## src/rtl/cdt_pkg.sv

```systemverilog
package cdt_pkg;
  localparam int DATA_W  = 8;
  localparam int ADDR_W  = 4;
  localparam int NUM_SRC = 4;
  localparam int SRC_W   = $clog2(NUM_SRC);

  localparam logic [ADDR_W-1:0] ADDR_CTL2 = 4'h1;
  localparam logic [ADDR_W-1:0] ADDR_TMR  = 4'hE;
  localparam logic [ADDR_W-1:0] ADDR_CNT  = 4'hF;

  localparam int CTL2_TIE_BIT   = 0;
  localparam int CTL2_FLAG_BIT  = 2;
  localparam int CTL2_PULSE_BIT = 4;
  localparam int TMR_EN_BIT     = 3;

  typedef enum logic [SRC_W-1:0] {
    SRC_4096HZ = 2'd0,
    SRC_64HZ   = 2'd1,
    SRC_1HZ    = 2'd2,
    SRC_MINUTE = 2'd3
  } src_e;
endpackage

```

## src/rtl/cdt_rst_sync.sv

```systemverilog
module cdt_rst_sync (
  input  logic clk,
  input  logic rst_n,
  output logic rst_sn
);
  logic [1:0] sync_q;

  always_ff @(posedge clk or negedge rst_n) begin
    if (!rst_n) sync_q <= 2'b00;
    else        sync_q <= {sync_q[0], 1'b1};
  end

  assign rst_sn = sync_q[1];
endmodule

```

## src/rtl/cdt_tick_sel.sv

```systemverilog
module cdt_tick_sel #(
  parameter int NUM_SRC = 4,
  localparam int SEL_W = $clog2(NUM_SRC)
) (
  input  logic [NUM_SRC-1:0] src_tick,
  input  logic [SEL_W-1:0]   sel,
  output logic               sel_tick
);
  logic [NUM_SRC-1:0] hit;

  for (genvar i = 0; i < NUM_SRC; i++) begin : g_src
    assign hit[i] = src_tick[i] & (sel == SEL_W'(i));
  end

  assign sel_tick = |hit;
endmodule

```

## src/rtl/cdt_counter.sv

```systemverilog
module cdt_counter #(
  parameter int W = 8
) (
  input  logic         clk,
  input  logic         rst_sn,
  input  logic         run,
  input  logic         tick,
  input  logic [W-1:0] period,
  input  logic         load,
  input  logic [W-1:0] load_val,
  output logic [W-1:0] count_q,
  output logic         expire
);
  localparam logic [W-1:0] ONE  = W'(1);
  localparam logic [W-1:0] ZERO = '0;

  logic [W-1:0] count_d;
  logic         step;

  assign step   = run & tick & ~load & (count_q != ZERO);
  assign expire = step & (count_q == ONE);

  always_comb begin
    count_d = count_q;
    if (load)        count_d = load_val;
    else if (!run)   count_d = period;
    else if (expire) count_d = period;
    else if (step)   count_d = count_q - ONE;
  end

  always_ff @(posedge clk or negedge rst_sn) begin
    if (!rst_sn) count_q <= ZERO;
    else         count_q <= count_d;
  end
endmodule

```

## src/rtl/cdt_irq.sv

```systemverilog
module cdt_irq (
  input  logic clk,
  input  logic rst_sn,
  input  logic expire,
  input  logic sel_tick,
  input  logic irq_en,
  input  logic pulse_mode,
  input  logic flag_clr,
  output logic flag_q,
  output logic int_n
);
  logic flag_d;
  logic pulse_q, pulse_d;

  always_comb begin
    flag_d = flag_q;
    if (expire)        flag_d = 1'b1;
    else if (flag_clr) flag_d = 1'b0;
  end

  always_comb begin
    pulse_d = pulse_q;
    if (!irq_en || !pulse_mode) pulse_d = 1'b0;
    else if (expire)            pulse_d = 1'b1;
    else if (sel_tick)          pulse_d = 1'b0;
  end

  always_ff @(posedge clk or negedge rst_sn) begin
    if (!rst_sn) begin
      flag_q  <= 1'b0;
      pulse_q <= 1'b0;
    end else begin
      flag_q  <= flag_d;
      pulse_q <= pulse_d;
    end
  end

  assign int_n = pulse_mode ? ~pulse_q : ~(flag_q & irq_en);
endmodule

```

## src/rtl/cdt_timer.sv

```systemverilog
module cdt_timer
  import cdt_pkg::*;
(
  input  logic              clk,
  input  logic              rst_n,
  input  logic              wr_en,
  input  logic [ADDR_W-1:0] addr,
  input  logic [DATA_W-1:0] wdata,
  output logic [DATA_W-1:0] rdata,
  input  logic [NUM_SRC-1:0] src_tick,
  output logic              int_n
);
  logic rst_sn;

  // register state
  logic              tie_q, tie_d;
  logic              pm_q, pm_d;
  logic              en_q, en_d;
  logic [SRC_W-1:0]  src_q, src_d;
  logic [DATA_W-1:0] reload_q, reload_d;

  logic wr_ctl2, wr_tmr, wr_cnt;
  logic sel_tick, expire, flag_q;
  logic [DATA_W-1:0] count_q;

  cdt_rst_sync u_rst (.clk(clk), .rst_n(rst_n), .rst_sn(rst_sn));

  assign wr_ctl2 = wr_en & (addr == ADDR_CTL2);
  assign wr_tmr  = wr_en & (addr == ADDR_TMR);
  assign wr_cnt  = wr_en & (addr == ADDR_CNT);

  always_comb begin
    tie_d    = tie_q;
    pm_d     = pm_q;
    en_d     = en_q;
    src_d    = src_q;
    reload_d = reload_q;
    if (wr_ctl2) begin
      tie_d = wdata[CTL2_TIE_BIT];
      pm_d  = wdata[CTL2_PULSE_BIT];
    end
    if (wr_tmr) begin
      en_d  = wdata[TMR_EN_BIT];
      src_d = wdata[SRC_W-1:0];
    end
    if (wr_cnt) reload_d = wdata;
  end

  always_ff @(posedge clk or negedge rst_sn) begin
    if (!rst_sn) begin
      tie_q    <= 1'b0;
      pm_q     <= 1'b0;
      en_q     <= 1'b0;
      src_q    <= SRC_4096HZ;
      reload_q <= '0;
    end else begin
      tie_q    <= tie_d;
      pm_q     <= pm_d;
      en_q     <= en_d;
      src_q    <= src_d;
      reload_q <= reload_d;
    end
  end

  cdt_tick_sel #(.NUM_SRC(NUM_SRC)) u_sel (
    .src_tick (src_tick),
    .sel      (src_q),
    .sel_tick (sel_tick)
  );

  cdt_counter #(.W(DATA_W)) u_cnt (
    .clk      (clk),
    .rst_sn   (rst_sn),
    .run      (en_q),
    .tick     (sel_tick),
    .period   (reload_q),
    .load     (wr_cnt),
    .load_val (wdata),
    .count_q  (count_q),
    .expire   (expire)
  );

  cdt_irq u_irq (
    .clk        (clk),
    .rst_sn     (rst_sn),
    .expire     (expire),
    .sel_tick   (sel_tick),
    .irq_en     (tie_q),
    .pulse_mode (pm_q),
    .flag_clr   (wr_ctl2 & ~wdata[CTL2_FLAG_BIT]),
    .flag_q     (flag_q),
    .int_n      (int_n)
  );

  always_comb begin
    rdata = '0;
    unique case (addr)
      ADDR_CTL2: begin
        rdata[CTL2_TIE_BIT]   = tie_q;
        rdata[CTL2_FLAG_BIT]  = flag_q;
        rdata[CTL2_PULSE_BIT] = pm_q;
      end
      ADDR_TMR: begin
        rdata[TMR_EN_BIT]  = en_q;
        rdata[SRC_W-1:0]   = src_q;
      end
      ADDR_CNT: rdata = count_q;
      default:  rdata = '0;
    endcase
  end
endmodule

```

## config.mk

```make
export PLATFORM = sky130hd
export DESIGN_NAME = cdt_timer
export DESIGN_NICKNAME = d
export VERILOG_FILES = /design/src/rtl/cdt_pkg.sv /design/src/rtl/cdt_rst_sync.sv /design/src/rtl/cdt_tick_sel.sv /design/src/rtl/cdt_counter.sv /design/src/rtl/cdt_irq.sv /design/src/rtl/cdt_timer.sv
export SDC_FILE = /design/constraint.sdc
export NUM_CORES = 1
export LEC_CHECK = 0
export BUFFER_PORTS_ARGS = -buffer_cell sky130_fd_sc_hd__buf_4
export CORE_UTILIZATION = 50
export CTS_CLUSTER_SIZE = 20
export DETAILED_ROUTE_END_ITERATION = 16
export PLACE_DENSITY = 0.75
export SETUP_SLACK_MARGIN = 0.02
export SYNTH_ARGS = -nofsm -noshare
export SYNTH_HDL_FRONTEND = slang
export SYNTH_SLANG_ARGS = --single-unit
```

## constraint.sdc

```tcl
create_clock -name clk -period 1.5 [get_ports clk]
set_input_delay 0.3 -clock clk [delete_from_list [all_inputs] [get_ports clk]]
set_output_delay 0.3 -clock clk [all_outputs]
set_load 0.01 [all_outputs]
```

* Word level (Yosys, flattened, before mapping)
Index checks and enable logic that the tools add are counted.
Cells by class: add/subtract/negate cells 1, eq/ne operators 8, mux-type cells 16, bitwise operators 17, reduce and logical (&&, ||, !) cells 8
Operators with widths (count):
- $mux 8 | 4
- $and 1x1->1 | 13
- $eq 4x4->1 const B | 2
- $eq 8x1->1 const B | 1
- $pmux 1 s2 | 4
- $reduce_bool 8->1 | 1
- $sub 8x1->8 const B | 1
- $mux 1 | 6
- $eq 2x2->1 const B | 2
- $eq 4x1->1 const B | 1
- $ne 4x1->1 const B | 1
- $not 1->1 | 4
- $reduce_or 4->1 | 1
- $mux 3 | 1
- $pmux 1 s3 | 1
- $reduce_bool 3->1 | 1
- $eq 2x1->1 const B | 1
- $logic_not 1->1 | 2
- $logic_not 2->1 | 1
- $reduce_bool 2->1 | 1
- $logic_or 1x1->1 | 1
Word-level totals: bits in registers 25, bits of input ports 19, output and inout bits 9, logic and storage cells 59

* Logic depth before layout (Yosys ltp)
Gate-level depths: netlist of the first run.
word-level depth 10, depth in mapped cells 8, gate-level depth less buffers 7

* Modules after synthesis
A second synthesis of the first run with hierarchy kept.
Unflattened totals: cell total of the unflattened synthesis 144, area total of the unflattened synthesis 1556.5 sq um
Modules (own cells, without submodules):
- cdt_counter | times used 1, cells each 80, area each 713.2 sq um
- cdt_timer | times used 1, cells each 50, area each 675.6 sq um
- cdt_irq | times used 1, cells each 10, area each 91.3 sq um
- cdt_rst_sync | times used 1, cells each 3, area each 53.8 sq um
- cdt_tick_sel | times used 1, cells each 1, area each 22.5 sq um

* Worst setup path after synthesis of the first run
No wires, ideal clock.
path type reg2reg, start point reg u_cnt.count_q[4], end point reg u_cnt.count_q[6], arrival time 1.685 ns, data required time 1.376 ns, slack -0.309 ns, stages on the path, launching flop included 7, buffers on the path 1, path through dfrtp_1 or3_4 o31ai_4 and3_1 buf_6 o31ai_2 a211o_1
On the way: cells in the longest elaborated chain, start to end 6, elaborated cells between the ends (all ways) 10, those cells by class add/sub: 1; eq/ne: 2; mux: 4; bitwise: 2; reduce/logical: 1
RTL lines:
- from (decl) | RTL line cdt_counter.sv:11 | output logic [W-1:0] count_q,
- from (signal assigned) | RTL line cdt_counter.sv:33 | else count_q <= count_d;
- parallel branches: the longest is 6 deep, another holds $sub 8x1->8
Parallel ways; which one is timed is not known. The select of a mux whose other input is x is not followed. A chain may end at the register's enable or synchronous reset.

* Final worst setup path of the first run
start point reg src_q[0], end point reg u_cnt.count_q[7]
On the way: cells in the longest elaborated chain, start to end 10, elaborated cells between the ends (all ways) 17, those cells by class eq/ne: 4; mux: 3; bitwise: 8; reduce/logical: 2
RTL lines:
- from (decl) | RTL line cdt_timer.sv:19 | logic [SRC_W-1:0] src_q, src_d;
- from (signal assigned) | RTL line cdt_timer.sv:60 | src_q <= src_d;
- $eq 2x1->1 (tied with other cells) | RTL line cdt_tick_sel.sv:12 | assign hit[i] = src_tick[i] & (sel == SEL_W'(i));
- $and 1x1->1 | RTL line cdt_tick_sel.sv:12
- $reduce_or 4->1 * | RTL line cdt_tick_sel.sv:15 | assign sel_tick = |hit;
- $and 1x1->1 * (3 in a row) | RTL line cdt_counter.sv:20 | assign step = run & tick & ~load & (count_q != ZERO);
- $and 1x1->1 | RTL line cdt_counter.sv:21 | assign expire = step & (count_q == ONE);
- $mux 8 | RTL line cdt_counter.sv:27 | else if (expire) count_d = period;
- $mux 8 | RTL line cdt_counter.sv:26 | else if (!run) count_d = period;
- $mux 8 | RTL line cdt_counter.sv:25 | if (load) count_d = load_val;
Every way passes the cells marked *; elsewhere a longest branch is shown, timed or not.

==> qor.yml, run 1 <==
use_met3_pct: 5.12
p_leak_nw: 1.07
fin_hold_ws_ns: 0.195
grt_use_met1_pct: 36.0
seqCellArea_um2: 627
fmax_mhz: 512
min_to: "reload_q[3]"
critPathTopFamily: "multiplexers"
nFillCells: 170
row_count: 19
outcome: "finished with violations"
busiest_layer: "met2"
netlist_area_um2: 1440
wirelength_um: 4550
nNetsFinal: 247
seqPwrFrac_pct: 33.1
drc: 0
ys_types: 43
cpMaxStageDelayCell: "mux4_2"
placedInstanceArea_um2: 1940
dpl.cell_count: 242
grt.total_usage_pct: 29.4
dp_slack_ns: -0.433
synth_top_flop_cell: "dfrtp_1"
crit_path_max_fanout: 7
fin_area_um2: 2170
drt_iter0_drc: 78
rr_startpoint: "src_q[0]"
hold_start: "wdata[3]"
clk_latency_ns: 0.33
power_density_nw_per_um2: 1470
period_needed_ns: 1.95
maxSlewViolCount: 0
yosys-top-cells-count: "nand2_1 (30), dfrtp_1 (25), o21ai_0 (10)"
die_h_um: 55.7
gp_congestion: 0.859
synth-seq-cells: 25
p_int_mw: 1.95
ios: 28
drv_cap: 0
final_core_util_pct: 79.4
htreeDepth: 1
clock_skew_ns: 0.0191
vias: 1544
grt_pass1_vias: 1577
async_reset_ff_share_pct: 100
area_growth_pct: 50.5
die-area_um2: 3100
cts_tree: "yes"
grt_pass1_wl_um: 7160
grt_antenna_before_repair: 0
syn_area_per_cell_um2: 9.37
p_switching_mw: 1.24
grt_use_met2_pct: 50.6
syn_nets: 176
hpwlAfterDp_um: 3060
p_sw_share_pct: 38.9
synth_top_area_share_pct: 43.4
crit_path_max_incr_delay_ns: 0.55
wl_per_cell_um: 17.9
hold_depth: 3
antenna_left: 0
ys_seq_area_share_pct: 43.4
rsz0062_at_grt: "yes"
final_cell_count_no_fill: 255
synth_cells: 154
failed_checks: "negative setup slack"
power_frac_comb_pct: 57.0
layout-drive-gt1-share_pct: 44.6
clk_path_buf_depth: 2
p_clk_share_pct: 9.9
start_util_pct: 52.8
cts_root_buffer: "clkbuf_4"
viasPerCell: 6.05
cts_sinks: 25
cts_buffers: 3
synth-edff-count: 0
clk_pin_slew_ns: 0.16
totalNegativeSetupSlack_ns: -3.78
yosys_warnings: 0
grt.overflow.total: 0
finalSetupViolCount: 16
crit_type: "reg2reg"
drtPass1Iterations: 6
path_cells: "mux4_2, buf_6, nand4_1, nand3_2, o211ai_1, a22o_1"
antennaDiodeCount: 0
startpoint: "src_q[0]"
finalHoldViolCount: 0
r2r-end: "u_cnt.count_q[7]"
synth_most_common_cell: "nand2_1"
holdCritPathClass: "in2reg"
worstPathRequired_ns: 1.77
ir_worst_vdd_v: 0.00144
multi_input_area_um2: 852
total_power_mw: 3.19
grt_max_degree: 24
path_buf_inv: 1
worst_slack_ns: -0.452
worstSetupStartpointType: "register"
endpoint_kind: "register"
rrSetupSlack_ns: -0.45
timing.final.crit_share_pct: 130
core_area_um2: 2730
worstRegToRegCells: 6
yosysTopAreaCell: "dfrtp_1"
arrival_ns: 2.22
portBuffers: 27
synth_area_leaders: "dfrtp_1 (43%), nand2_1 (7.8%), o21ai_0 (3.5%)"
die-width_um: 55.7
## worst min-delay path, cell delays in order
cell and delay (ns):
buf_4 0.10, nand2_1 0.04, nand2_1 0.05
## power groups by stage
stage	Combinational, mW	Sequential (mW)	Clock [mW]
after CTS	1.63	1.03	0.312
after global placement	1.42	1.02	0
after detailed placement	1.46	1.03	0
after floorplan	0.786	1.04	0
final	1.82	1.06	0.317
after global routing	1.94	1.07	0.345
## final cells by class
class                           instances  area share [%]
Inverter                                7            1.21
Clock buffer                            3            1.04
Sequential cell                        25            28.9
Timing Repair Buffer                   72            27.6
Clock inverter                          1           0.231
Tap cell                               31            1.79
Multi-Input combinational cell        116            39.3
## registers in the layout, summed over array words and instances, names as in the netlist
name           count
en_q               1
u_irq.flag_q       1
u_rst.sync_q       2
tie_q              1
src_q              2
u_irq.pulse_q      1
reload_q           8
pm_q               1
u_cnt.count_q      8
## worst max-delay path by stage
stage / end / slack, ns / cells after the start
3_3_place_gp: u_cnt.count_q[6] / -0.33 / 7
3_5_place_dp: u_cnt.count_q[0] / -0.43 / 7
5_1_grt: u_cnt.count_q[7] / -0.47 / 6
4_1_cts: u_cnt.count_q[7] / -0.33 / 6
6_report: u_cnt.count_q[7] / -0.45 / 6
2_1_floorplan: u_cnt.count_q[0] / -0.27 / 5
## cells by family after synthesis
kind of cell	synth area share [%]
buffers and inverters	4.51
AO/OA/AOI/OAI	17.9
other	0.260
flip-flops	43.4
AND/OR/NAND/NOR	24.2
multiplexers	5.98
adder cells (fa/ha/maj)	2.60
XOR/XNOR	1.21
## what timing repair did
action                     4_1_cts  5_1_grt
hold buffers                     1        0
cloned                           0        0
setup buffers                    5        5
pin swaps                        7        4
gates resized for setup         23        9
setup endpoints to repair       15       16
hold endpoints to repair         2        0
## per-layer routing
layer	up-vias	routed length, µm
li1	692	-
met4	0	104
met5	-	0
met2	86	2310
met1	750	1800
met3	16	339
## placed cells by master, fill, tap and decap left out, drive strengths merged, types with 2 or more instances in the layout
cell type and n:
a21oi 3, a22o 6, a22oi 2, and2 4
and3 2, buf 71, clkbuf 3, dfrtp 25
ha 3, inv 7, mux2 3, mux2i 3
nand2 31, nand2b 2, nand3 10, nand4 4
nor2 5, nor3 5, o211a 2, o211ai 3
o21ai 10, o31ai 3, or3 2
(Power assumes the default switching activity.)
==> inputs of run 2 (changes only) <==
--- a/config.mk
+++ b/config.mk
@@ -9,6 +9,7 @@
 export CORE_UTILIZATION = 50
 export CTS_CLUSTER_SIZE = 20
 export DETAILED_ROUTE_END_ITERATION = 16
+export MAX_ROUTING_LAYER = met4
 export PLACE_DENSITY = 0.75
 export SETUP_SLACK_MARGIN = 0.02
 export SYNTH_ARGS = -nofsm -noshare
==> run 2 against run 1 <==
Net effect: the flow still finishes with violations (negative setup slack); global-route usage is 0.49 points higher; cell count is 2.7% higher; highest routed layer unchanged; count of clock-buffer cells in the layout is 1 higher; non-clock buffer count is 7 higher; critical endpoint is now u_cnt.count_q[6]; maximum frequency is 1.2% higher; die area stayed put; hold slack worse by 0.014 ns; clock power is 3% lower; largest cell class unchanged.
==> qor.yml, run 2 (synthesized netlist as in run 1, its figures left out) <==
cts_root_buffer: "clkbuf_4"  # unchanged
holdCritPathClass: "in2reg"  # unchanged
die-width_um: 55.7  # unchanged
cts_tree: "yes"  # unchanged
fmax_mhz: 518  # was 512 MHz
clk_path_buf_depth: 2  # unchanged
multi_input_area_um2: 827  # was 852 µm²
finalSetupViolCount: 15  # was 16
nNetsFinal: 254  # was 247
antenna_left: 0  # unchanged
htreeDepth: 1  # unchanged
arrival_ns: 2.16  # was 2.22 ns
worstSetupStartpointType: "register"  # unchanged
clk_pin_slew_ns: 0.13  # was 0.16 ns
grt_max_degree: 24  # unchanged
outcome: "finished with violations"  # unchanged
cpMostUsedCell: "o31ai_4"
hpwlAfterDp_um: 3040  # was 3060 µm
power_density_nw_per_um2: 1470  # about the same
path_cells: "buf_6, or3_4, o31ai_4, and3_4, o31ai_4, a211o_1"  # was mux4_2, buf_6, nand4_1, nand3_2, o211ai_1, a22o_1
period_needed_ns: 1.93  # was 1.95 ns
portBuffers: 27  # unchanged
maxSlewViolCount: 0  # unchanged
failed_checks: "negative setup slack"  # unchanged
totalNegativeSetupSlack_ns: -3.69  # was -3.78 ns
mostFrequentLayoutCells: "buf_4 (61), nand2_1 (29), dfrtp_1 (23)"  # was buf_4 (56), nand2_1 (29), dfrtp_1 (24)
die-area_um2: 3100  # unchanged
endpoint_kind: "register"  # unchanged
drc: 0  # unchanged
crit_type: "reg2reg"  # unchanged
area_growth_pct: 52.9  # was 50.5%
die_h_um: 55.7  # unchanged
core_area_um2: 2730  # unchanged
vias: 1519  # was 1,544
drv_cap: 0  # unchanged
gp_congestion: 0.879  # was 0.859
p_leak_nw: 1.10  # was 1.07 nW
ios: 28  # unchanged
crit_path_max_fanout: 3  # was 7
grt.overflow.total: 0  # unchanged
grt_pass1_wl_um: 6950  # was 7160 µm
ir_worst_vdd_v: 0.00138  # was 0.00144 V
antennaDiodeCount: 0  # unchanged
grt_pass1_vias: 1580  # was 1,577
wl_per_cell_um: 17.3  # was 17.9 µm
wirelength_um: 4540  # was 4550 µm
nFillCells: 164  # was 170
worstPathRequired_ns: 1.73  # was 1.77 ns
timing.final.crit_share_pct: 129  # was 130%
crit_path_max_incr_delay_ns: 0.47  # was 0.55 ns
start_util_pct: 52.8  # unchanged
cts_sinks: 25  # unchanged
cpMaxStageDelayCell: "dfrtp_2"  # was mux4_2
final_core_util_pct: 80.7  # was 79.4%
rsz0062_at_grt: "yes"  # unchanged
drtPass1Iterations: 4  # was 6
drt_iter0_drc: 84  # was 78
clk_latency_ns: 0.33  # about the same
grt.total_usage_pct: 29.9  # was 29.4%
layout-drive-gt1-share_pct: 46.3  # was 44.6%
grt_antenna_before_repair: 0  # unchanged
worst_slack_ns: -0.430  # was -0.452 ns
seqCellArea_um2: 628  # was 627 µm²
largestRegisters: "reload_q x8, u_cnt.count_q x8"  # unchanged
layout_commonest_cell: "buf_4"  # unchanged
finalHoldViolCount: 0  # unchanged
clock_skew_ns: 0.00326  # was 0.0191 ns
cts_buffers: 3  # unchanged
viasPerCell: 5.80  # was 6.05
row_count: 19  # unchanged
==> run 2: worst paths after layout <==
| check | startpoint | endpoint | slack (ns) | cells past startpoint |
|---|---|---|---|---|
| hold / removal | wdata[3] | reload_q[3] | 0.18 | 3 |
| setup / recovery | u_cnt.count_q[2] | u_cnt.count_q[6] | -0.43 | 6 |
| hold reg to reg | u_rst.sync_q[1] | src_q[1] | 0.22 | 1 |
| max in group asynchronous | u_rst.sync_q[1] | u_cnt.count_q[3] | 1.03 | 1 |
| setup reg to reg | u_cnt.count_q[2] | u_cnt.count_q[6] | -0.43 | 6 |
| min in group asynchronous | u_rst.sync_q[1] | src_q[1] | 0.22 | 1 |
==> run 2: final cells by class <==
type                    count  area share (%)
clock buffers               4            1.19
inverters                   7            1.19
multi-input cells         116            37.5
flip-flops and latches     25            28.5
well taps                  31            1.76
repair buffers             79            29.9
==> run 2: where the power goes <==
part           switching, mW  total [mW]  internal [mW]
clock                  0.204       0.309          0.105
combinational          0.841        1.89           1.04
sequential             0.179        1.04          0.865
==> run 2: per-layer routing <==
layer / GRT usage, % / up-vias / share of wire (%)
met2: 50.4 / 75 / 50
met4: 13.2 / 0 / 2.4
met5: - / - / 0
met3: 4.19 / 13 / 6.6
met1: 35.7 / 726 / 41
li1: - / 705 / -
==> run 2: per-stage QoR <==
stage          instance area [µm²]  setup slack, ns  instances  power, mW  hold slack [ns]
6_report                      2210           -0.430        262       3.24            0.180
5_1_grt                       2210           -0.475        262       3.42            0.196
4_1_cts                       2100           -0.360        254       2.98            0.184
3_5_place_dp                  1950           -0.393        243       2.51           0.0844
3_3_place_gp                  1950           -0.337        243       2.46           0.0824
2_1_floorplan                 1470           -0.268        154       1.83          0.00441
==> run 2: repair_timing <==
action,in CTS,in global routing
setup buffers,9,9
hold buffers,1,0
endpoints found under the hold margin,2,0
resized for setup,20,13
endpoints found under the setup margin,15,16
pin swaps,10,6
==> run 2: worst max-delay path, delay by kind of cell (launching register included) <==
| family | cells | cell delay [ns] |
|---|---|---|
| AND/OR/NAND/NOR | 2 | 0.63 |
| buffers and inverters | 1 | 0.13 |
| AO/OA/AOI/OAI | 3 | 0.60 |
| flip-flops | 1 | 0.47 |
==> inputs of run 3 (changes only) <==
--- a/config.mk
+++ b/config.mk
@@ -6,11 +6,11 @@
 export NUM_CORES = 1
 export LEC_CHECK = 0
 export BUFFER_PORTS_ARGS = -buffer_cell sky130_fd_sc_hd__buf_4
-export CORE_UTILIZATION = 50
+export CORE_UTILIZATION = 30
 export CTS_CLUSTER_SIZE = 20
 export DETAILED_ROUTE_END_ITERATION = 16
 export MAX_ROUTING_LAYER = met4
-export PLACE_DENSITY = 0.75
+export PLACE_DENSITY = 0.51
 export SETUP_SLACK_MARGIN = 0.02
 export SYNTH_ARGS = -nofsm -noshare
 export SYNTH_HDL_FRONTEND = slang
==> run 3 against run 2 <==
Net effect: the run ends with design-rule violations, negative setup slack left; critical path depth increased by 1; power increased by 0.73%; utilization decreased by 29 points; clock skew increased by 0.0065 ns; first-iteration DRC count decreased by 56%; combinational power decreased by 4%; critical endpoint is now u_cnt.count_q[3].
==> qor.yml, run 3 (synthesized netlist as in run 1, its figures left out) <==
portBuffers: 27  # unchanged
grt_pass1_vias: 1489  # was 1,580
die-width_um: 71.3  # was 55.7 µm
cts_root_buffer: "clkbuf_8"  # was clkbuf_4
dpl.cell_count: 273  # was 243
die-area_um2: 5090  # was 3100 µm²
endpoint_kind: "register"  # unchanged
grt_antenna_before_repair: 0  # unchanged
finalHoldViolCount: 0  # unchanged
antenna_left: 0  # unchanged
ir_worst_vdd_v: 0.000678  # was 0.00138 V
p_clk_share_pct: 12.7  # was 9.5%
drt_iter0_drc: 37  # was 84
vias: 1434  # was 1,519
maxSlewViolCount: 0  # unchanged
core_area_um2: 4470  # was 2730 µm²
htreeDepth: 1  # unchanged
finalSetupViolCount: 10  # was 15
dp_slack_ns: -0.416  # was -0.393 ns
holdCritPathClass: "reg2async"  # was in2reg
placedInstanceArea_um2: 2040  # was 1950 µm²
cts_tree: "yes"  # unchanged
fin_area_um2: 2330  # was 2210 µm²
fmax_mhz: 541  # was 518 MHz
drc: 3  # was 0
p_int_mw: 2.06  # was 2.01 mW
layout_commonest_cell: "buf_4"  # unchanged
hpwlAfterDp_um: 3210  # was 3040 µm
p_sw_share_pct: 36.8  # was 37.8%
viasPerCell: 5.00  # was 5.80
worstRegToRegCells: 7  # was 6
cts_buffers: 3  # unchanged
antennaDiodeCount: 0  # unchanged
clk_pin_slew_ns: 0.09  # was 0.13 ns
final_cell_count_no_fill: 287  # was 262
period_needed_ns: 1.85  # was 1.93 ns
arrival_ns: 2.02  # was 2.16 ns
die_h_um: 71.3  # was 55.7 µm
rsz0062_at_grt: "yes"  # unchanged
area_growth_pct: 61.6  # was 52.9%
clock_skew_ns: 0.00978  # was 0.00326 ns
failed_checks: "design-rule violations, negative setup slack"  # was negative setup slack
grt.total_usage_pct: 18.9  # was 29.9%
rrSetupSlack_ns: -0.35  # was -0.43 ns
wirelength_um: 4270  # was 4540 µm
gp_congestion: 0.838  # was 0.879
clk_path_buf_depth: 2  # unchanged
p_leak_nw: 1.14  # was 1.10 nW
clk_latency_ns: 0.27  # was 0.33 ns
grt.overflow.total: 0  # unchanged
worst_slack_ns: -0.349  # was -0.430 ns
worstSetupStartpointType: "register"  # unchanged
crit_type: "reg2reg"  # unchanged
wl_per_cell_um: 14.9  # was 17.3 µm
outcome: "finished with violations"  # unchanged
p_switching_mw: 1.20  # was 1.22 mW
worstPathRequired_ns: 1.67  # was 1.73 ns
timing.final.crit_share_pct: 123  # was 129%
start_util_pct: 32.2  # was 52.8%
grt_pass1_wl_um: 7270  # was 6950 µm
ios: 28  # unchanged
drv_cap: 0  # unchanged
mostFrequentLayoutCells: "buf_4 (64), nand2_1 (30), dfrtp_1 (25)"  # was buf_4 (61), nand2_1 (29), dfrtp_1 (23)
row_count: 24  # was 19
grt_max_degree: 24  # unchanged
fin_hold_ws_ns: 0.219  # was 0.180 ns
cts_sinks: 25  # unchanged
power_frac_comb_pct: 55.7  # was 58.2%
total_power_mw: 3.26  # was 3.24 mW
crit_path_max_fanout: 4  # was 3
layout-drive-gt1-share_pct: 48.1  # was 46.3%
seqPwrFrac_pct: 31.5  # was 32.2%
largestRegisters: "reload_q x8, u_cnt.count_q x8"  # unchanged
nNetsFinal: 258  # was 254
power_density_nw_per_um2: 1400  # was 1470 nW/µm²
drtPass1Iterations: 10  # was 4
-- run 3: final timing paths --
kind / startpoint / endpoint
hold reg to reg: u_rst.sync_q[1] / en_q
hold / removal: u_rst.sync_q[1] / en_q
setup / recovery: src_q[0] / u_cnt.count_q[3]
max in group asynchronous: u_rst.sync_q[1] / u_cnt.count_q[0]
setup reg to reg: src_q[0] / u_cnt.count_q[3]
min in group clk: wdata[7] / reload_q[7]
-- run 3: power groups by stage --
stage / Combinational [mW] / Sequential (mW) / Clock [mW]
floorplan: 0.786 / 1.04 / 0
global placement: 1.49 / 1.02 / 0
detailed placement: 1.51 / 1.03 / 0
CTS: 1.66 / 1.02 / 0.429
global route: 1.99 / 1.06 / 0.456
finish: 1.82 / 1.03 / 0.415
-- run 3: worst max-delay path, cell delays in order (launching register included) --
cell,delay [ns]
dfrtp_1,0.38
mux4_2,0.57
buf_6,0.15
o31ai_4,0.07
and3_4,0.28
buf_4,0.15
a22oi_1,0.06
o31ai_1,0.08
-- run 3: per-stage QoR --
step	TNS (ns)	util, %
2_1_floorplan	-1.78	-
3_3_place_gp	-2.96	45.7
3_5_place_dp	-3.19	45.7
4_1_cts	-2.63	49.3
5_1_grt	-3.66	52.1
6_report	-2.76	52.1
-- run 3: area by class of cell --
class	instances	area (µm²)
flip-flops and latches	25	626
repair buffers	83	693
clock buffers	4	45.0
well taps	52	65.1
fillers	424	2140
multi-input cells	116	876
inverters	7	26.3
-- run 3: metal layers --
layer	part of all wire, %	global-route usage (%)
met1	46	23.6
met2	49	31.3
met3	3.7	3.80
met4	1.2	4.89
met5	0	-
-- run 3: what timing repair did --
item | 4_1_cts | 5_1_grt
pin swaps | 8 | 9
resized for setup | 18 | 21
buffers inserted | 4 | 6
hold buffers | 1 | 0
endpoints found under the hold margin | 2 | 0
setup endpoints to repair | 14 | 15
